<file path="config.mk">
export PLATFORM = sky130hd
export DESIGN_NAME = addred_unit
export DESIGN_NICKNAME = d
export VERILOG_FILES = /design/src/rtl/addred_pkg.sv /design/src/rtl/addred_decode.sv /design/src/rtl/addred_tree.sv /design/src/rtl/addred_unit.sv
export SDC_FILE = /design/constraint.sdc
export NUM_CORES = 1
export LEC_CHECK = 0
export ABC_AREA = 1
export BUFFER_PORTS_ARGS = -buffer_cell sky130_fd_sc_hd__buf_2
export CORE_MARGIN = 2
export CORE_UTILIZATION = 45
export CTS_CLUSTER_SIZE = 12
export DETAILED_ROUTE_END_ITERATION = 10
export GPL_TIMING_DRIVEN = 0
export PLACE_DENSITY = 0.7
export SYNTH_ARGS = -nofsm -noshare
export SYNTH_HDL_FRONTEND = slang
export SYNTH_HIERARCHICAL = 1
export SYNTH_SLANG_ARGS = --single-unit
export TNS_END_PERCENT = 50
</file>
<file path="constraint.sdc">
create_clock -name clk -period 3.1 [get_ports clk]
set_clock_uncertainty 0.05 [all_clocks]
set_input_delay 0 -clock clk [delete_from_list [all_inputs] [get_ports clk]]
set_output_delay 0 -clock clk [all_outputs]
set_load 0.005 [all_outputs]
</file>
<file path="src/rtl/addred_pkg.sv">
package addred_pkg;
   typedef enum logic [1:0] {
      LANE_B = 2'd0,
      LANE_H = 2'd1,
      LANE_W = 2'd2,
      LANE_X = 2'd3
   } lane_e;

   typedef struct packed {
      logic       undef;
      logic       wide;
      lane_e      lane;
      logic [4:0] rd;
   } dec_s;
endpackage

</file>
<file path="src/rtl/addred_decode.sv">
module addred_decode
   import addred_pkg::*;
(
   input  logic [31:0] instr,
   output dec_s        dec
);
   logic       match;
   logic [1:0] sz;
   logic       q;
   logic       unused_rn;

   assign unused_rn = ^instr[9:5];
   assign sz        = instr[23:22];
   assign q         = instr[30];
   assign match     = (instr[31] == 1'b0) &&
                      (instr[29:24] == 6'b001110) &&
                      (instr[21:10] == 12'b110001101110);

   always_comb begin
      dec.rd    = instr[4:0];
      dec.wide  = q;
      dec.lane  = lane_e'(sz);
      dec.undef = !match || (sz == 2'b11) || (sz == 2'b10 && !q);
   end
endmodule

</file>
<file path="src/rtl/addred_tree.sv">
module addred_tree
   import addred_pkg::*;
#(
   parameter int VEC_W  = 128,
   parameter int WORD_W = 32
) (
   input  logic              clk,
   input  logic              rst_n,
   input  logic              in_v,
   input  lane_e             lane,
   input  logic              wide,
   input  logic [VEC_W-1:0]  src,
   output logic              out_v,
   output logic [WORD_W-1:0] sum
);
   localparam int NW     = VEC_W / WORD_W;
   localparam int HALF   = NW / 2;
   localparam int NBYTE  = WORD_W / 8;
   localparam int NHALF  = WORD_W / 16;

   initial begin
      assert (WORD_W == 32) else $error("addred_tree: WORD_W must be 32");
      assert (VEC_W % (2 * WORD_W) == 0) else $error("addred_tree: VEC_W must be a multiple of 64");
   end

   logic [NW-1:0][WORD_W-1:0] part_d, part_q;
   logic                      v1;
   lane_e                     lane_q;

   // stage 1: per-word partial sums, already wrapped at the lane width
   for (genvar g = 0; g < NW; g++) begin : g_word
      logic [WORD_W-1:0] w, p;
      logic [7:0]        bsum;
      logic [15:0]       hsum;
      logic              act;

      assign w = src[g*WORD_W +: WORD_W];

      if (g < HALF) begin : g_low
         assign act = 1'b1;
      end else begin : g_high
         assign act = wide;
      end

      always_comb begin
         bsum = '0;
         for (int b = 0; b < NBYTE; b++) bsum = bsum + w[b*8 +: 8];
         hsum = '0;
         for (int h = 0; h < NHALF; h++) hsum = hsum + w[h*16 +: 16];
         case (lane)
            LANE_B:  p = WORD_W'(bsum);
            LANE_H:  p = WORD_W'(hsum);
            default: p = w;
         endcase
      end

      assign part_d[g] = act ? p : '0;
   end

   always_ff @(posedge clk or negedge rst_n) begin
      if (!rst_n) begin
         part_q <= '0;
         lane_q <= LANE_B;
         v1     <= 1'b0;
      end else begin
         part_q <= part_d;
         lane_q <= lane;
         v1     <= in_v;
      end
   end

   // stage 2: fold the words, then cut to the lane width
   logic [WORD_W-1:0] total, masked;
   always_comb begin
      total = '0;
      for (int i = 0; i < NW; i++) total = total + part_q[i];
      case (lane_q)
         LANE_B:  masked = {{(WORD_W-8){1'b0}},  total[7:0]};
         LANE_H:  masked = {{(WORD_W-16){1'b0}}, total[15:0]};
         default: masked = total;
      endcase
   end

   lane_e lane_o;
   always_ff @(posedge clk or negedge rst_n) begin
      if (!rst_n) begin
         sum    <= '0;
         out_v  <= 1'b0;
         lane_o <= LANE_B;
      end else begin
         sum    <= masked;
         out_v  <= v1;
         lane_o <= lane_q;
      end
   end

   p_byte_upper_zero_r8: assert property (@(posedge clk) disable iff (!rst_n)
      (out_v && lane_o == LANE_B) |-> (sum[WORD_W-1:8] == '0));
   p_half_upper_zero_r8: assert property (@(posedge clk) disable iff (!rst_n)
      (out_v && lane_o == LANE_H) |-> (sum[WORD_W-1:16] == '0));
   p_stage_valid_r10: assert property (@(posedge clk) disable iff (!rst_n)
      in_v |=> v1);
endmodule

</file>
<file path="src/rtl/addred_unit.sv">
module addred_unit
   import addred_pkg::*;
#(
   parameter int VEC_W  = 128,
   parameter int WORD_W = 32
) (
   input  logic             clk,
   input  logic             rst_n,
   input  logic             in_valid,
   input  logic [31:0]      in_instr,
   input  logic [VEC_W-1:0] in_src,
   output logic             out_valid,
   output logic [4:0]       out_rd,
   output logic [VEC_W-1:0] out_result,
   output logic             out_undef,
   output logic             out_wr_en
);
   initial begin
      assert (VEC_W == 128) else $error("addred_unit: VEC_W must be 128");
   end

   dec_s              dec, s1_dec, o_dec;
   logic [WORD_W-1:0] sum;
   logic              tree_v;

   addred_decode u_dec (
      .instr (in_instr),
      .dec   (dec)
   );

   addred_tree #(.VEC_W(VEC_W), .WORD_W(WORD_W)) u_tree (
      .clk   (clk),
      .rst_n (rst_n),
      .in_v  (in_valid),
      .lane  (dec.lane),
      .wide  (dec.wide),
      .src   (in_src),
      .out_v (tree_v),
      .sum   (sum)
   );

   // sideband follows the tree stage by stage
   always_ff @(posedge clk or negedge rst_n) begin
      if (!rst_n) begin
         s1_dec <= '0;
         o_dec  <= '0;
      end else begin
         s1_dec <= dec;
         o_dec  <= s1_dec;
      end
   end

   assign out_valid  = tree_v;
   assign out_rd     = o_dec.rd;
   assign out_undef  = tree_v && o_dec.undef;
   assign out_wr_en  = tree_v && !o_dec.undef;
   assign out_result = (tree_v && !o_dec.undef) ? {{(VEC_W-WORD_W){1'b0}}, sum} : '0;

   p_fixed_latency_r10: assert property (@(posedge clk) disable iff (!rst_n)
      in_valid |-> ##2 out_valid);
   p_rd_carry_r11: assert property (@(posedge clk) disable iff (!rst_n)
      in_valid |-> ##2 (out_rd == $past(in_instr[4:0], 2)));
   p_undef_zero_r9: assert property (@(posedge clk) disable iff (!rst_n)
      (out_valid && out_undef) |-> (out_result == '0 && !out_wr_en));
   p_upper_zero_r8: assert property (@(posedge clk) disable iff (!rst_n)
      out_valid |-> (out_result[VEC_W-1:WORD_W] == '0));
   p_reserved_r2: assert property (@(posedge clk) disable iff (!rst_n)
      (in_valid && in_instr[23:22] == 2'b11) |-> ##2 out_undef);
endmodule

</file>
# --- Word-level counts from Yosys, hierarchy flattened ---
# Cells that the tools add are included.
word_totals:
  output_inout_bits: 136
  ff_bits: 176
  word_cells: 58
op_classes:
  add_sub_neg: 19
  bitwise: 1
  n_mux: 8
  eq_ne: 6
  n_reduce_logical: 12
op_table:
  columns: ["op", "count"]
  rows:
  - ["$pmux 32 s2", 5]
  - ["$add 32x32->32", 3]
  - ["$add 8x8->8", 12]
  - ["$mux 32", 3]
  - ["$add 16x16->16", 4]
  - ["$eq 12x12->1 const B", 1]
  - ["$eq 6x4->1 const B", 1]
  - ["$logic_and 1x1->1", 5]
  - ["$eq 2x1->1 const B", 2]
  - ["$eq 2x2->1 const B", 2]
  - ["$logic_not 2->1", 2]
  - ["$logic_not 1->1", 3]
  - ["$logic_or 1x1->1", 2]
  - ["$not 1->1", 1]

# --- Longest topological paths before layout ---
# Gate-level depths: netlist (run 1).
logic_depth:
  ltp_word: 6
  depth_mapped: 16
  depth_no_buf: 16

# --- Cells and area by module ---
# The synthesis (run 1) kept the hierarchy.
by_module_without_submodules:
  columns: ["mod", "cells_per_inst", "n_inst", "seq_area_each_um2", "area_each_um2"]
  rows:
  - ["addred_tree", 2215, 1, 4103.9, 15828.9]
  - ["addred_unit", 186, 1, 300.3, 1435.1]
  - ["addred_decode", 33, 1, 0.0, 157.7]

# --- Least setup slack after synthesis (run 1) ---
# No wires, ideal clock.
synth_path:
  kind: "flip-flop to flip-flop"
  from: "register u_tree/part_q[1] (netlist name)"
  to: "register u_tree.sum[29]"
  stages_incl_launch_ff: 15
  path_buffers: 0
  path_slack_ns: 0.230
  required_time_ns: 2.931
  arrival_time_ns: 2.701
  setup_time_ns: 0.119
  cell_sequence: "dfrtp_1 > inv_1 > fa_1 > inv_1 > fa_1 > ha_1 > fa_1 > nand3_1 > nand3_1 > nand3_1 > nand3_2 > nand2_1 > nand3_1 > nand2_1 > nor2_1"
synth_between:
  elab_chain_cells: 4
synth_rtl:
  columns: ["element", "line_no", "rtl"]
  rows:
  - ["start: declaration", "addred_tree.sv:26", "logic [NW-1:0][WORD_W-1:0] part_d, part_q;"]
  - ["start signal: assignment", "addred_tree.sv:66", "part_q <= part_d;"]
  - ["$add 32x32->32 (3 in series)", "addred_tree.sv:76", "for (int i = 0; i < NW; i++) total = total + part_q[i];"]
  - ["$pmux 32 s2", "addred_tree.sv:77", "case (lane_q)"]
  - ["net u_tree.masked[29]", "addred_tree.sv:73", "logic [WORD_W-1:0] total, masked;"]
  - ["end signal: assignment", "addred_tree.sv:91", "sum <= masked;"]
  - ["end: declaration", "addred_tree.sv:14", "output logic [WORD_W-1:0] sum"]
# The timed path passes the listed nets, and every way through them passes these cells.

# --- Worst setup path in the final report (run 1) ---
layout_path:
  from: "register u_tree/part_q[45] (netlist name)"
  to: "register u_tree.sum[28]"
# Same word-level chain as after synthesis.

==> results_tabular.tex, run 1 <==
\begin{tabular}{lr}
\hline
Metric & Value \\
\hline
\multicolumn{2}{l}{\textbf{Yosys}} \\
\quad Synth Instances & 2434 \\
\quad Fraction of registers with async set or reset after synthesis & 100\% \\
\quad Register bit total from synthesis & 176 \\
\quad Count of warnings emitted by yosys & 6 \\
\quad Number of enable-type register cells in the synthesized netlist & 0 \\
\quad Mean area per synthesized cell & 7.16 µm² \\
\quad Distinct cells, synth & between 40 and 50 \\
\quad Fraction of the yosys area taken by sequential cells & about a quarter \\
\quad Most common flop cell mapped by yosys & sky130\_fd\_sc\_hd\_\_dfrtp\_1 \\
\quad Summed instance area of the synthesized netlist & 17400 µm² \\
\multicolumn{2}{l}{\textbf{Drt}} \\
\quad Remaining DRCs & 0 \\
\quad Iteration-0 DRC Markers & between 1k and 1.5k \\
\quad Routed wire length & 55700 µm \\
\quad Post-DR vias/cell & 4.85 \\
\quad Avg WL per Cell & 16.3 µm \\
\quad Antenna viol nets, final & 0 \\
\quad Via count & 16.6k \\
\quad Count of TritonRoute iterations in the first routing pass & 6 \\
\multicolumn{2}{l}{\textbf{Floorplan}} \\
\quad Core Rows & a little over 70 \\
\quad Initial Util & a little under half \\
\quad Die area & 40300 µm² \\
\quad Placeable core region & a little under 40000 µm² \\
\quad Vertical extent of the die & 201 µm \\
\quad Die Wd & 201 µm \\
\quad Top-level I/O count & around 300 \\
\multicolumn{2}{l}{\textbf{Run status}} \\
\quad Result of the run & completed \\
\multicolumn{2}{l}{\textbf{Pwr}} \\
\quad Combinational Power Share & 52.9\% \\
\quad Power per cell area & 493 nW/µm² \\
\quad Sw Ratio & 42.4\% \\
\quad Internal power component & slightly above 6000 µW \\
\quad Max VDD drop & between 0.0003 and 0.0004 V \\
\quad Total net switching power & 4550 µW \\
\quad Sequential share of power & between 20 and 30\% \\
\quad Post-route total power & $\sim$11000 µW \\
\quad Proportion of power drawn by the clock network & 21.8\% \\
\quad Total leakage power & roughly 0.013 µW \\
\multicolumn{2}{l}{\textbf{Setup path}} \\
\quad Top fanout value on the critical path & 5 \\
\quad Cell seen most often among critical-path stages & sky130\_fd\_sc\_hd\_\_nand2\_1 \\
\quad Endpoint kind of the worst setup timing path & flip-flop \\
\quad Cell depth of the worst flop-to-flop path & 14 \\
\quad R2r setup slk & 0.11 ns \\
\quad Beginning of the worst register-to-register path & u\_tree/part\_q[45]\$\_DFF\_PN0\_ \\
\quad Worst reg2reg path endpoint & u\_tree/sum[28]\$\_DFF\_PN0\_ \\
\quad Critical path data arrival time & 3.30 ns \\
\quad Type of the worst setup path & reg -> reg \\
\quad Startpoint kind of the worst setup timing path & flip-flop \\
\quad Slowest cell on the critical path & sky130\_fd\_sc\_hd\_\_fa\_1 \\
\quad Critical Path Max Stage Delay & 0.61 ns \\
\quad Required time of the critical path & 3.41 ns \\
\quad Crit path cell chain & inv\_2 -> fa\_1 -> fa\_1 -> inv\_1 -> ha\_4 -> nand2\_1 -> inv\_2 -> nand2\_1 -> nor2\_2 -> and2\_1 -> nand2\_1 -> nand3\_1 -> nand2\_1 -> nor2\_2 \\
\multicolumn{2}{l}{\textbf{Place}} \\
\quad Buffers added on ports & between 150 and 200 \\
\quad Detailed placer's ending HPWL & 45600 µm \\
\quad Final GP Congestion & between 1 and 1.5 \\
\multicolumn{2}{l}{\textbf{Clock tree}} \\
\quad Number of buffers created by CTS & 17 \\
\quad Clock sink count & 176 \\
\quad CTS tree & built \\
\quad Clk pin slew, worst setup/hold paths & 0.07 ns \\
\quad Clk root buf & sky130\_fd\_sc\_hd\_\_clkbuf\_16 \\
\quad Bufs on Longest Clock Path & 2 \\
\quad H-Tree Level Count & 4 \\
\quad Clock latency reported for the late side of the worst-skew pair & 0.44 ns \\
\multicolumn{2}{l}{\textbf{Final layout}} \\
\quad Share of layout cells above drive strength 1 & 16.3\% \\
\quad Number of diodes & 0 \\
\quad Layout-stage area growth over the synthesis result & 24.8\% \\
\quad Final \#Nets & 3288 \\
\quad Fillers & 3630 \\
\multicolumn{2}{l}{\textbf{Timing}} \\
\quad Final Hold Violating Endpoints & 0 \\
\quad \# setup viols final & 0 \\
\quad Fmax achieved & between 300 and 400 MHz \\
\quad Time the final worst path needs with I/O delays and setup & 2.99 ns \\
\quad Hold WS & $\sim$0.016 ns \\
\quad Relative slew margins & 35.5\% \\
\quad Slew of the pin with the lowest slew margin & 0.967 ns \\
\quad Part of the cycle the worst path needs & 96.4\% \\
\quad Final max-slew violation count & 0 \\
\multicolumn{2}{l}{\textbf{Global routing}} \\
\quad All-Layer GR Usage & 27.6\% \\
\quad Global-route wire length before repair & between 80000 and 90000 µm \\
\quad Remaining global-route overflow & 0 \\
\quad Number of global-route vias before repair & roughly 16k \\
\quad Number of antenna violations at the first check in global routing & 1 \\
\quad Maximum number of pins on one net before global-route repair & $\sim$120 \\
\multicolumn{2}{l}{\textbf{Hold path}} \\
\quad Worst min path class & in -> async \\
\multicolumn{2}{l}{\textbf{Job}} \\
\quad Max-Cap Viols & 0 \\
\hline
\end{tabular}
## critical path, delay by kind of cell, from the launching register on
kind                     cells  cell delay [ns]
adder cells (fa/ha/maj)      3             1.46
buffers and inverters        3             0.23
flip-flops                   1             0.35
AND/OR/NAND/NOR              8             0.81
## final cells by class
class | count | area, µm² | area share [%]
plain buffers | 135 | 975 | 4.48
clock buffers | 18 | 439 | 2.02
clock inverters | 12 | 196 | 0.903
inverters | 584 | 2190 | 10.1
multi-input cells | 1634 | 10500 | 48.1
flip-flops and latches | 176 | 4400 | 20.3
well taps | 518 | 648 | 2.98
repair buffers | 336 | 2420 | 11.1
## registers in the layout (all words and copies together) (netlist names)
| name | cells |
|---|---|
| out_rd | 5 |
| u_tree/v1 | 1 |
| s1_dec | 6 |
| u_tree/part_q | 128 |
| u_tree/sum | 32 |
| o_dec | 1 |
| u_tree/out_v | 1 |
| u_tree/lane_q | 2 |
## worst max path at each step
stage | startpoint | endpoint | cells after the start
2_1_floorplan | u_tree/part_q[1]$_DFF_PN0_ | u_tree/sum[29]$_DFF_PN0_ | 14
3_3_place_gp | rst_n | u_tree/part_q[47]$_DFF_PN0_ | 1
3_5_place_dp | u_tree/part_q[33]$_DFF_PN0_ | u_tree/sum[25]$_DFF_PN0_ | 15
4_1_cts | u_tree/part_q[47]$_DFF_PN0_ | u_tree/sum[28]$_DFF_PN0_ | 13
5_1_grt | u_tree/part_q[44]$_DFF_PN0_ | u_tree/sum[27]$_DFF_PN0_ | 16
6_report | u_tree/part_q[45]$_DFF_PN0_ | u_tree/sum[28]$_DFF_PN0_ | 14
## cell usage in the layout, fill, tap and decap left out, types with 10 or more instances in the layout
| cell type | n |
|---|---|
| sky130_fd_sc_hd__nor2_2 | 45 |
| sky130_fd_sc_hd__nand2_2 | 17 |
| sky130_fd_sc_hd__dfrtp_1 | 176 |
| sky130_fd_sc_hd__nand4_1 | 22 |
| sky130_fd_sc_hd__ha_4 | 12 |
| sky130_fd_sc_hd__a21o_1 | 13 |
| sky130_fd_sc_hd__ha_1 | 100 |
| sky130_fd_sc_hd__buf_2 | 205 |
| sky130_fd_sc_hd__nand3b_1 | 17 |
| sky130_fd_sc_hd__nor2_1 | 163 |
| sky130_fd_sc_hd__inv_2 | 11 |
| sky130_fd_sc_hd__nand3_1 | 137 |
| sky130_fd_sc_hd__fa_1 | 120 |
| sky130_fd_sc_hd__dlygate4sd3_1 | 139 |
| sky130_fd_sc_hd__o21ai_0 | 78 |
| sky130_fd_sc_hd__clkbuf_16 | 17 |
| sky130_fd_sc_hd__xnor2_1 | 10 |
| sky130_fd_sc_hd__a21oi_1 | 124 |
| sky130_fd_sc_hd__conb_1 | 96 |
| sky130_fd_sc_hd__inv_1 | 571 |
| sky130_fd_sc_hd__nand2_1 | 594 |
| sky130_fd_sc_hd__buf_4 | 114 |
| sky130_fd_sc_hd__xor2_1 | 11 |
## synth_stat cells, types with 5 or more instances
| cell | number | area share (%) |
|---|---|---|
| sky130_fd_sc_hd__and2_1 | 5 | 0.18 |
| sky130_fd_sc_hd__nor3_1 | 7 | 0.20 |
| sky130_fd_sc_hd__buf_4 | 110 | 4.7 |
| sky130_fd_sc_hd__inv_1 | 578 | 12 |
| sky130_fd_sc_hd__o22ai_1 | 5 | 0.18 |
| sky130_fd_sc_hd__o211ai_1 | 6 | 0.26 |
| sky130_fd_sc_hd__buf_2 | 14 | 0.40 |
| sky130_fd_sc_hd__xor2_1 | 11 | 0.55 |
| sky130_fd_sc_hd__nand3b_1 | 17 | 0.73 |
| sky130_fd_sc_hd__o21ai_0 | 79 | 2.3 |
| sky130_fd_sc_hd__nor2_1 | 174 | 3.7 |
| sky130_fd_sc_hd__nand2_2 | 9 | 0.32 |
| sky130_fd_sc_hd__dfrtp_1 | 176 | 25 |
| sky130_fd_sc_hd__nand3_1 | 142 | 4.1 |
| sky130_fd_sc_hd__a21o_1 | 13 | 0.56 |
| sky130_fd_sc_hd__xnor2_1 | 10 | 0.50 |
| sky130_fd_sc_hd__clkbuf_1 | 6 | 0.13 |
| sky130_fd_sc_hd__a21oi_1 | 127 | 3.6 |
| sky130_fd_sc_hd__ha_1 | 119 | 8.5 |
| sky130_fd_sc_hd__nand4_1 | 22 | 0.79 |
| sky130_fd_sc_hd__fa_1 | 122 | 14 |
| sky130_fd_sc_hd__nor2_2 | 35 | 1.3 |
| sky130_fd_sc_hd__nand2_1 | 602 | 13 |
| sky130_fd_sc_hd__buf_6 | 5 | 0.32 |
## kinds of logic after synthesis
family	count (synthesis)	share of synthesized area, %
AND/OR/NAND/NOR	1029	25.2
other	1	0.0215
adder cells (fa/ha/maj)	241	22.6
buffers and inverters	719	18.2
XOR/XNOR	21	1.06
AO/OA/AOI/OAI	247	7.66
flip-flops	176	25.3
## routing by layer
metal  global-route usage [%]  share of wire, %  vias up
li1                         -                 -     8044
met1                     37.0                42     7675
met2                     45.9                47      733
met3                     3.59               7.2      117
met4                     9.92               3.8        0
met5                        0                 0        -
## power by group through the flow
stage	sequential [µW]	combinational, µW	clock (µW)
6_report	2710	5680	2340
5_1_grt	2730	6340	2480
4_1_cts	2710	5130	2380
3_5_place_dp	2750	4940	0
3_3_place_gp	2750	4850	0
2_1_floorplan	2710	3560	0
## through the flow
| step | cell area (µm²) | utilization, % | instances | setup TNS, ns | setup WS, ns |
|---|---|---|---|---|---|
| after detailed placement | 19400 | 50.5 | 3240 | -0.626 | -0.190 |
| after floorplan | 17800 | - | 2529 | 0 | 0.230 |
| after CTS | 21500 | 55.8 | 3409 | 0 | 0.00662 |
| final | 21700 | 56.5 | 3413 | 0 | 0.112 |
| after global placement | 19400 | 50.4 | 3239 | -113.79 | -0.671 |
| after global routing | 21700 | 56.5 | 3413 | -0.0214 | -0.0123 |
## timing repair
action                                 in CTS  in global routing
endpoints found under the hold margin     308                  0
setup buffers                               0                  4
pin swaps                                   0                 12
hold buffers                              139                  0
setup endpoints to repair                   8                 20
resized for setup                           5                 64
Power figures use the tool's default switching activity.
==> run 2: changes to the inputs <==
--- a/config.mk
+++ b/config.mk
@@ -5,14 +5,13 @@
 export SDC_FILE = /design/constraint.sdc
 export NUM_CORES = 1
 export LEC_CHECK = 0
-export ABC_AREA = 1
 export BUFFER_PORTS_ARGS = -buffer_cell sky130_fd_sc_hd__buf_2
 export CORE_MARGIN = 2
 export CORE_UTILIZATION = 45
 export CTS_CLUSTER_SIZE = 12
 export DETAILED_ROUTE_END_ITERATION = 10
 export GPL_TIMING_DRIVEN = 0
-export PLACE_DENSITY = 0.7
+export PLACE_DENSITY = 0.71
 export SYNTH_ARGS = -nofsm -noshare
 export SYNTH_HDL_FRONTEND = slang
 export SYNTH_HIERARCHICAL = 1
==> run 2 against run 1 <==
- the flow now finishes with violations (negative setup slack)
- synthesized cell count down 28%
- hold slack worse by 0.010 ns
- maximum frequency down 15%
- count of clock-buffer cells in the layout unchanged
- final cell count down 21%
- total power about the same
- utilization up 1.6 points
- sequential power about the same
- first-iteration DRC count down 9.8%
- critical path type unchanged
- largest power group unchanged
- highest routed layer unchanged
==> results_tabular.tex, run 2 <==
\begin{tabular}{lr}
\hline
Metric & Value \\
\hline
\multicolumn{2}{l}{\textbf{Clock tree}} \\
\quad Clock latency reported for the late side of the worst-skew pair & 0.44 ns (about the same) \\
\quad Number of buffers created by CTS & 17 (unchanged) \\
\quad Bufs on Longest Clock Path & 2 (unchanged) \\
\quad H-Tree Level Count & 4 (unchanged) \\
\quad Clock sink count & 176 (unchanged) \\
\quad Clk pin slew, worst setup/hold paths & 0.07 ns (about the same) \\
\quad CTS tree & built (unchanged) \\
\quad Clk root buf & sky130\_fd\_sc\_hd\_\_clkbuf\_16 (unchanged) \\
\multicolumn{2}{l}{\textbf{Final layout}} \\
\quad Largest registers & u\_tree/part\_q (128), u\_tree/sum (32), s1\_dec (6) (unchanged) \\
\quad Most frequent cells in the layout & sky130\_fd\_sc\_hd\_\_inv\_1, sky130\_fd\_sc\_hd\_\_buf\_2, sky130\_fd\_sc\_hd\_\_dfrtp\_1 (was sky130\_fd\_sc\_hd\_\_nand2\_1, sky130\_fd\_sc\_hd\_\_inv\_1, sky130\_fd\_sc\_hd\_\_buf\_2) \\
\quad Largest register FFs & 128 (unchanged) \\
\quad Register ranked first by flip-flop count & u\_tree/part\_q (unchanged) \\
\quad Final Util & 58.1\% (was 56.5\%) \\
\quad Final \#Nets & 2635 (was 3288) \\
\quad Layout-stage area growth over the synthesis result & 28.2\% (was 24.8\%) \\
\quad Most common library cell in the layout ignoring fill and taps & sky130\_fd\_sc\_hd\_\_inv\_1 (was sky130\_fd\_sc\_hd\_\_nand2\_1) \\
\quad Fillers & 3077 (was 3630) \\
\quad Share of layout cells above drive strength 1 & 21.2\% (was 16.3\%) \\
\quad Number of diodes & 0 (unchanged) \\
\multicolumn{2}{l}{\textbf{Place}} \\
\quad Detailed placer's ending HPWL & 39800 µm (was 45600 µm) \\
\quad Final GP Congestion & 0.961 (was 1.00) \\
\quad Placement Setup Slack & -0.478 ns (was -0.190 ns) \\
\quad Buffers added on ports & 192 (unchanged) \\
\multicolumn{2}{l}{\textbf{Timing}} \\
\quad Crit path setup slack, layout & -0.421 ns (was 0.112 ns) \\
\quad \# setup viols final & 24 (was 0) \\
\quad Part of the cycle the worst path needs & 114\% (was 96.4\%) \\
\quad Final max-slew violation count & 0 (unchanged) \\
\quad Fmax achieved & 284 MHz (was 335 MHz) \\
\quad Final Hold Violating Endpoints & 0 (unchanged) \\
\quad Unrepaired setup endpoints after global routing & true \\
\quad Slew of the pin with the lowest slew margin & 1.07 ns (was 0.967 ns) \\
\quad Relative slew margins & 28.8\% (was 35.5\%) \\
\quad Time the final worst path needs with I/O delays and setup & 3.52 ns (was 2.99 ns) \\
\quad Total negative slack for setup checks & -6.45 ns (was 0 ns) \\
\multicolumn{2}{l}{\textbf{Run status}} \\
\quad Failing checks & negative setup slack \\
\quad Result of the run & finished with violations (was completed) \\
\multicolumn{2}{l}{\textbf{Setup path}} \\
\quad Top fanout value on the critical path & 3 (was 5) \\
\quad Endpoint kind of the worst setup timing path & flip-flop (unchanged) \\
\quad Type of the worst setup path & reg -> reg (unchanged) \\
\quad Slowest cell on the critical path & sky130\_fd\_sc\_hd\_\_fa\_1 (unchanged) \\
\quad Critical Path Max Stage Delay & 0.54 ns (was 0.61 ns) \\
\quad Startpoint kind of the worst setup timing path & flip-flop (unchanged) \\
\quad Family with the most delay on the worst path & adder cells (unchanged) \\
\quad Required time of the critical path & 3.40 ns (was 3.41 ns) \\
\quad Crit path cell chain & inv\_2 -> fa\_1 -> fa\_1 -> inv\_2 -> ha\_4 -> a211o\_1 -> a211oi\_2 -> or2\_4 -> o21ai\_4 -> a311o\_1 -> a31oi\_1 -> mux2i\_1 (was inv\_2 -> fa\_1 -> fa\_1 -> inv\_1 -> ha\_4 -> nand2\_1 -> inv\_2 -> nand2\_1 -> nor2\_2 -> and2\_1 -> nand2\_1 -> nand3\_1 -> nand2\_1 -> nor2\_2) \\
\quad Bufs and invs on worst path & 2 (was 3) \\
\quad Critical path data arrival time & 3.82 ns (was 3.30 ns) \\
\multicolumn{2}{l}{\textbf{Pwr}} \\
\quad Power per cell area & 522 nW/µm² (was 493 nW/µm²) \\
\quad Total leakage power & 0.0106 µW (was 0.0125 µW) \\
\quad Post-route total power & 10700 µW (about the same) \\
\quad Max VDD drop & 0.000395 V (was 0.000397 V) \\
\multicolumn{2}{l}{\textbf{Drt}} \\
\quad Antenna viol nets, final & 0 (unchanged) \\
\quad Post-DR vias/cell & 5.16 (was 4.85) \\
\quad Routed wire length & 49900 µm (was 55700 µm) \\
\quad Count of TritonRoute iterations in the first routing pass & 5 (was 6) \\
\quad Avg WL per Cell & 18.5 µm (was 16.3 µm) \\
\quad Via count & 13.9k (was 16.6k) \\
\quad Iteration-0 DRC Markers & 1257 (was 1393) \\
\quad Remaining DRCs & 0 (unchanged) \\
\multicolumn{2}{l}{\textbf{Global routing}} \\
\quad Number of global-route vias before repair & 13.8k (was 15.9k) \\
\quad Number of antenna violations at the first check in global routing & 0 (was 1) \\
\quad Maximum number of pins on one net before global-route repair & 126 (was 122) \\
\quad Remaining global-route overflow & 0 (unchanged) \\
\quad All-Layer GR Usage & 27.3\% (was 27.6\%) \\
\quad Global-route wire length before repair & 75800 µm (was 85700 µm) \\
\multicolumn{2}{l}{\textbf{Floorplan}} \\
\quad Die Wd & 193 µm (was 201 µm) \\
\quad Initial Util & 45.4\% (was 45.3\%) \\
\quad Placeable core region & 35300 µm² (was 38500 µm²) \\
\quad Vertical extent of the die & 193 µm (was 201 µm) \\
\quad Die area & 37100 µm² (was 40300 µm²) \\
\quad Core Rows & 69 (was 72) \\
\quad Top-level I/O count & 299 (unchanged) \\
\multicolumn{2}{l}{\textbf{Yosys}} \\
\quad Distinct cells, synth & 80 (was 42) \\
\quad Fraction of registers with async set or reset after synthesis & 100\% (unchanged) \\
\quad Synth Instances & 1764 (was 2434) \\
\quad Register bit total from synthesis & 176 (unchanged) \\
\quad Ranking of synthesized cells by instance count & sky130\_fd\_sc\_hd\_\_inv\_1, sky130\_fd\_sc\_hd\_\_dfrtp\_1, sky130\_fd\_sc\_hd\_\_nor2\_1 (was sky130\_fd\_sc\_hd\_\_nand2\_1, sky130\_fd\_sc\_hd\_\_inv\_1, sky130\_fd\_sc\_hd\_\_dfrtp\_1) \\
\quad Fraction of the yosys area taken by sequential cells & 27.5\% (was 25.3\%) \\
\quad Dominant cells by area after synthesis & sky130\_fd\_sc\_hd\_\_dfrtp\_1, sky130\_fd\_sc\_hd\_\_fa\_1, sky130\_fd\_sc\_hd\_\_ha\_1 (was sky130\_fd\_sc\_hd\_\_dfrtp\_1, sky130\_fd\_sc\_hd\_\_fa\_1, sky130\_fd\_sc\_hd\_\_nand2\_1) \\
\quad Dominant cell type by area after synthesis & sky130\_fd\_sc\_hd\_\_dfrtp\_1 (unchanged) \\
\quad Number of enable-type register cells in the synthesized netlist & 0 (unchanged) \\
\quad Summed instance area of the synthesized netlist & 16000 µm² (was 17400 µm²) \\
\quad Mean area per synthesized cell & 9.08 µm² (was 7.16 µm²) \\
\quad Most common flop cell mapped by yosys & sky130\_fd\_sc\_hd\_\_dfrtp\_1 (unchanged) \\
\quad Count of warnings emitted by yosys & 6 (unchanged) \\
\quad Most frequent cell after synthesis & sky130\_fd\_sc\_hd\_\_inv\_1 (was sky130\_fd\_sc\_hd\_\_nand2\_1) \\
\quad Yosys top cell area share & 27.5\% (was 25.3\%) \\
\multicolumn{2}{l}{\textbf{Job}} \\
\quad Max-Cap Viols & 0 (unchanged) \\
\multicolumn{2}{l}{\textbf{Hold path}} \\
\quad Worst min path class & in -> async (unchanged) \\
\hline
\end{tabular}
## run 2: changes by cell type in the layout (fill, tap and decap cells not counted), sizes merged, moves of 28 or more
| cell | before | now |
|---|---|---|
| a21o | 13 | 41 |
| a211oi | 0 | 45 |
| xnor2 | 10 | 61 |
| and3b | 0 | 32 |
| inv | 588 | 345 |
| nand3 | 145 | 22 |
| nor2 | 215 | 125 |
| nand2 | 612 | 69 |
## run 2: cell type report
cell class / count / area [µm²] / share of cell area [%]
Inverter: 338 / 1270 / 6.18
Clock buffer: 18 / 429 / 2.09
Buffer: 154 / 1010 / 4.93
Timing Repair Buffer: 354 / 2570 / 12.5
Sequential cell: 176 / 4400 / 21.5
Multi-Input combinational cell: 1190 / 10100 / 49.3
Tap cell: 461 / 577 / 2.81
Clock inverter: 14 / 145 / 0.707
## run 2: final timing paths
| path | end | from | slack (ns) | cells after the start |
|---|---|---|---|---|
| max in group asynchronous | u_tree/part_q[109]$_DFF_PN0_ | rst_n | 2.07 | 3 |
| setup reg to reg | u_tree/sum[28]$_DFF_PN0_ | u_tree/part_q[2]$_DFF_PN0_ | -0.42 | 12 |
| setup / recovery | u_tree/sum[28]$_DFF_PN0_ | u_tree/part_q[2]$_DFF_PN0_ | -0.42 | 12 |
| hold reg to reg | out_rd[1]$_DFF_PN0_ | s1_dec[1]$_DFF_PN0_ | 0.30 | 0 |
| min in group clk | u_tree/part_q[102]$_DFF_PN0_ | in_instr[30] | 0.02 | 4 |
| hold / removal | u_tree/v1$_DFF_PN0_ | rst_n | 0.006 | 2 |
## run 2: per-layer routing
layer	vias to the layer above	track usage, %	wire length (µm)
met2	640	45.1	23700
met4	0	10.6	1920
met1	6668	36.1	21100
li1	6531	-	-
met5	-	0	0
met3	110	4.13	3270
## run 2: through the flow
stage,hold WS [ns],instance area [µm²],instances
final,0.00555,20500,2705
after global routing,0.0244,20500,2705
after CTS,0.000438,20300,2696
after detailed placement,-0.123,18000,2513
after global placement,0.0601,18000,2512
after floorplan,-0.346,16400,1859
## run 2: worst reg2reg max path, stage by stage (launching register included)
cell and delay, ns:
sky130_fd_sc_hd__dfrtp_1 0.42, sky130_fd_sc_hd__inv_2 0.06, sky130_fd_sc_hd__fa_1 0.47, sky130_fd_sc_hd__fa_1 0.54, sky130_fd_sc_hd__inv_2 0.07, sky130_fd_sc_hd__ha_4 0.22
sky130_fd_sc_hd__a211o_1 0.28, sky130_fd_sc_hd__a211oi_2 0.23, sky130_fd_sc_hd__or2_4 0.18, sky130_fd_sc_hd__o21ai_4 0.07, sky130_fd_sc_hd__a311o_1 0.41, sky130_fd_sc_hd__a31oi_1 0.22
sky130_fd_sc_hd__mux2i_1 0.22
## run 2: kinds of logic (layout without fill, tap and decap cells)
group	Yosys count	in the layout	share of synthesized area [%]
compound gates	376	376	15.7
buf+inv	493	878	14.2
xor+xnor	96	96	5.25
mux	16	16	1.00
fa+ha+maj	241	241	24.5
other cells	1	96	0.0234
flops	176	176	27.5
simple gates	365	365	11.7
## run 2: report_power, final
group	internal (µW)	total, µW	switching, µW
clock	1070	2080	1010
combinational	2670	5910	3240
sequential	2620	2730	108
total	6360	10700	4350
## run 2: repair_timing
item | in CTS | in global routing
resized for setup | 56 | 39
pin swaps | 28 | 31
hold buffers | 142 | 0
endpoints found under the hold margin | 313 | 0
setup endpoints to repair | 21 | 31
setup buffers | 9 | 11
==> run 3: changes to the inputs <==
--- a/config.mk
+++ b/config.mk
@@ -8,10 +8,12 @@
 export BUFFER_PORTS_ARGS = -buffer_cell sky130_fd_sc_hd__buf_2
 export CORE_MARGIN = 2
 export CORE_UTILIZATION = 45
+export CTS_BUF_LIST = sky130_fd_sc_hd__clkbuf_4 sky130_fd_sc_hd__clkbuf_8
 export CTS_CLUSTER_SIZE = 12
 export DETAILED_ROUTE_END_ITERATION = 10
 export GPL_TIMING_DRIVEN = 0
 export PLACE_DENSITY = 0.71
+export SETUP_SLACK_MARGIN = 0.05
 export SYNTH_ARGS = -nofsm -noshare
 export SYNTH_HDL_FRONTEND = slang
 export SYNTH_HIERARCHICAL = 1
==> run 3 against run 2 <==
- the run still ends with negative setup slack left
- maximum frequency hardly changed
- first-iteration DRC count is 6.7% lower
- register-to-register slack hardly changed
- non-clock buffer count is 7 lower
- utilization is 0.82 points lower
- largest power group unchanged
- hold slack better by 0.029 ns
- via count is 1.6% lower
- sequential power hardly changed
==> results_tabular.tex, run 3 (synthesis results as in run 2) <==
\begin{tabular}{lr}
\hline
Metric & Value \\
\hline
\multicolumn{2}{l}{\textbf{Final layout}} \\
\quad Area occupied by multi-input gates & 10000 µm² (was 10100 µm²) \\
\quad Most common library cell in the layout ignoring fill and taps & sky130\_fd\_sc\_hd\_\_inv\_1 (unchanged) \\
\quad Share of layout cells above drive strength 1 & 20.3\% (was 21.2\%) \\
\quad Register cell area after layout & 4400 µm² (unchanged) \\
\quad Largest registers & u\_tree/part\_q (128), u\_tree/sum (32), s1\_dec (6) (unchanged) \\
\quad Final \#Nets & 2628 (was 2635) \\
\quad Final Util & 57.3\% (was 58.1\%) \\
\quad Most frequent cells in the layout & sky130\_fd\_sc\_hd\_\_inv\_1, sky130\_fd\_sc\_hd\_\_buf\_2, sky130\_fd\_sc\_hd\_\_dfrtp\_1 (unchanged) \\
\quad Number of diodes & 0 (unchanged) \\
\quad Layout-stage area growth over the synthesis result & 26.4\% (was 28.2\%) \\
\quad Largest register FFs & 128 (unchanged) \\
\quad Register ranked first by flip-flop count & u\_tree/part\_q (unchanged) \\
\quad Fillers & 3133 (was 3077) \\
\quad Final cell count without fillers & 2698 (was 2705) \\
\multicolumn{2}{l}{\textbf{Drt}} \\
\quad Routed wire length & 49100 µm (was 49900 µm) \\
\quad Count of TritonRoute iterations in the first routing pass & 5 (unchanged) \\
\quad Avg WL per Cell & 18.2 µm (was 18.5 µm) \\
\quad Via count & 13.7k (was 13.9k) \\
\quad Antenna viol nets, final & 0 (unchanged) \\
\quad Post-DR vias/cell & 5.09 (was 5.16) \\
\quad Remaining DRCs & 0 (unchanged) \\
\quad Iteration-0 DRC Markers & 1173 (was 1257) \\
\multicolumn{2}{l}{\textbf{Pwr}} \\
\quad Power per cell area & 485 nW/µm² (was 522 nW/µm²) \\
\quad Max VDD drop & 0.000330 V (was 0.000395 V) \\
\quad Total leakage power & 0.0105 µW (was 0.0106 µW) \\
\quad Post-route total power & 9810 µW (was 10700 µW) \\
\multicolumn{2}{l}{\textbf{Timing}} \\
\quad Crit path setup slack, layout & -0.422 ns (was -0.421 ns) \\
\quad Part of the cycle the worst path needs & 114\% (about the same) \\
\quad Time the final worst path needs with I/O delays and setup & 3.52 ns (about the same) \\
\quad Slew of the pin with the lowest slew margin & 1.07 ns (about the same) \\
\quad Final Hold Violating Endpoints & 0 (unchanged) \\
\quad Fmax achieved & 284 MHz (about the same) \\
\quad \# setup viols final & 23 (was 24) \\
\quad Unrepaired setup endpoints after global routing & true (unchanged) \\
\quad Final max-slew violation count & 0 (unchanged) \\
\quad Relative slew margins & 28.3\% (was 28.8\%) \\
\multicolumn{2}{l}{\textbf{Setup path}} \\
\quad Top fanout value on the critical path & 3 (unchanged) \\
\quad Endpoint kind of the worst setup timing path & flip-flop (unchanged) \\
\quad Startpoint kind of the worst setup timing path & flip-flop (unchanged) \\
\quad Type of the worst setup path & reg -> reg (unchanged) \\
\quad Critical path data arrival time & 3.85 ns (was 3.82 ns) \\
\quad Required time of the critical path & 3.42 ns (was 3.40 ns) \\
\multicolumn{2}{l}{\textbf{Hold path}} \\
\quad Worst min path class & in -> reg (was in -> async) \\
\multicolumn{2}{l}{\textbf{Clock tree}} \\
\quad H-Tree Level Count & 4 (unchanged) \\
\quad CTS tree & built (unchanged) \\
\quad Bufs on Longest Clock Path & 2 (unchanged) \\
\quad Number of buffers created by CTS & 17 (unchanged) \\
\quad Clock sink count & 176 (unchanged) \\
\quad Clock latency reported for the late side of the worst-skew pair & 0.47 ns (was 0.44 ns) \\
\quad Clk pin slew, worst setup/hold paths & 0.10 ns (was 0.07 ns) \\
\quad Clk root buf & sky130\_fd\_sc\_hd\_\_clkbuf\_8 (was sky130\_fd\_sc\_hd\_\_clkbuf\_16) \\
\multicolumn{2}{l}{\textbf{Global routing}} \\
\quad Remaining global-route overflow & 0 (unchanged) \\
\quad Global-route wire length before repair & 74200 µm (was 75800 µm) \\
\quad Number of antenna violations at the first check in global routing & 0 (unchanged) \\
\quad Number of global-route vias before repair & 13.6k (was 13.8k) \\
\quad Maximum number of pins on one net before global-route repair & 128 (was 126) \\
\quad All-Layer GR Usage & 26.6\% (was 27.3\%) \\
\multicolumn{2}{l}{\textbf{Floorplan}} \\
\quad Core Rows & 69 (unchanged) \\
\quad Initial Util & 45.4\% (unchanged) \\
\quad Vertical extent of the die & 193 µm (unchanged) \\
\quad Die Wd & 193 µm (unchanged) \\
\quad Placeable core region & 35300 µm² (unchanged) \\
\quad Top-level I/O count & 299 (unchanged) \\
\quad Die area & 37100 µm² (unchanged) \\
\multicolumn{2}{l}{\textbf{Run status}} \\
\quad Failing checks & negative setup slack (unchanged) \\
\quad Result of the run & finished with violations (unchanged) \\
\multicolumn{2}{l}{\textbf{Job}} \\
\quad Max-Cap Viols & 0 (unchanged) \\
\multicolumn{2}{l}{\textbf{Place}} \\
\quad Placed cell count & 2513 (unchanged) \\
\quad Final GP Congestion & 0.944 (was 0.961) \\
\quad Detailed placer's ending HPWL & 39700 µm (was 39800 µm) \\
\quad Buffers added on ports & 192 (unchanged) \\
\quad Placement Setup Slack & -0.495 ns (was -0.478 ns) \\
\hline
\end{tabular}
-- run 3: cell count changes in the layout (fill, tap and decap cells not counted), sizes merged --
cell         change
clkbuf           +1
inv              -2
bufinv           +1
buf              -8
dlygate4sd3      +2
clkinvlp         +2
clkinv           -3
-- run 3: layer usage --
metal	share of wire (%)	wire [µm]	vias up	GRT usage (%)
met1	42	20900	6584	35.2
li1	-	-	6501	-
met5	0	0	-	0
met4	3.6	1750	0	9.81
met2	48	23400	523	44.6
met3	6.4	3130	112	3.67
-- run 3: final cells by class --
cell class,instances,area share [%]
multi-input cells,1190,49.6
clock buffers,20,1.30
inverters,338,6.27
repair buffers,348,12.6
flip-flops and latches,176,21.8
clock inverters,12,0.612
plain buffers,153,4.99
well taps,461,2.85
-- run 3: through the flow --
stage | cell area (µm²) | setup TNS, ns | hold WS (ns)
global route | 20200 | -10.10 | 0.0380
floorplan | 16400 | -0.269 | -0.346
global placement | 18000 | -114.58 | 0.0597
CTS | 20100 | -4.71 | 0.0131
detailed placement | 18000 | -7.14 | -0.127
finish | 20200 | -6.61 | 0.0341
-- run 3: report_power, final --
part / switching, µW / internal [µW] / total [µW]
Combinational: 3100 / 2410 / 5520
Clock: 873 / 695 / 1570
Sequential: 109 / 2620 / 2730
Total: 4090 / 5720 / 9810
-- run 3: critical path: stages, from the launching register on --
cell	delay (ns)
sky130_fd_sc_hd__dfrtp_1	0.43
sky130_fd_sc_hd__inv_2	0.06
sky130_fd_sc_hd__fa_1	0.56
sky130_fd_sc_hd__fa_1	0.43
sky130_fd_sc_hd__inv_2	0.11
sky130_fd_sc_hd__ha_4	0.21
sky130_fd_sc_hd__a211o_1	0.32
sky130_fd_sc_hd__a211oi_2	0.23
sky130_fd_sc_hd__or2_4	0.19
sky130_fd_sc_hd__o21ai_4	0.06
sky130_fd_sc_hd__a311o_1	0.40
sky130_fd_sc_hd__a21oi_2	0.17
sky130_fd_sc_hd__mux2i_1	0.22
-- run 3: final timing paths --
| kind | startpoint | to | slack, ns | depth (start not counted) |
|---|---|---|---|---|
| max | u_tree/part_q[2]$_DFF_PN0_ | u_tree/sum[18]$_DFF_PN0_ | -0.42 | 12 |
| min | in_src[49] | u_tree/part_q[33]$_DFF_PN0_ | 0.03 | 4 |
| max reg2reg | u_tree/part_q[2]$_DFF_PN0_ | u_tree/sum[18]$_DFF_PN0_ | -0.42 | 12 |
| min reg2reg | s1_dec[2]$_DFF_PN0_ | out_rd[2]$_DFF_PN0_ | 0.31 | 0 |
| max in group asynchronous | rst_n | u_tree/part_q[117]$_DFF_PN0_ | 2.31 | 3 |
| min in group asynchronous | rst_n | u_tree/v1$_DFF_PN0_ | 0.05 | 3 |
-- run 3: what timing repair did --
action / CTS / global route
endpoints found under the hold margin: 313 / 0
endpoints found under the setup margin: 23 / 50
hold buffers: 145 / 0
gates resized for setup: 48 / 25
pin swaps: 22 / 22
buffers inserted: 8 / 2
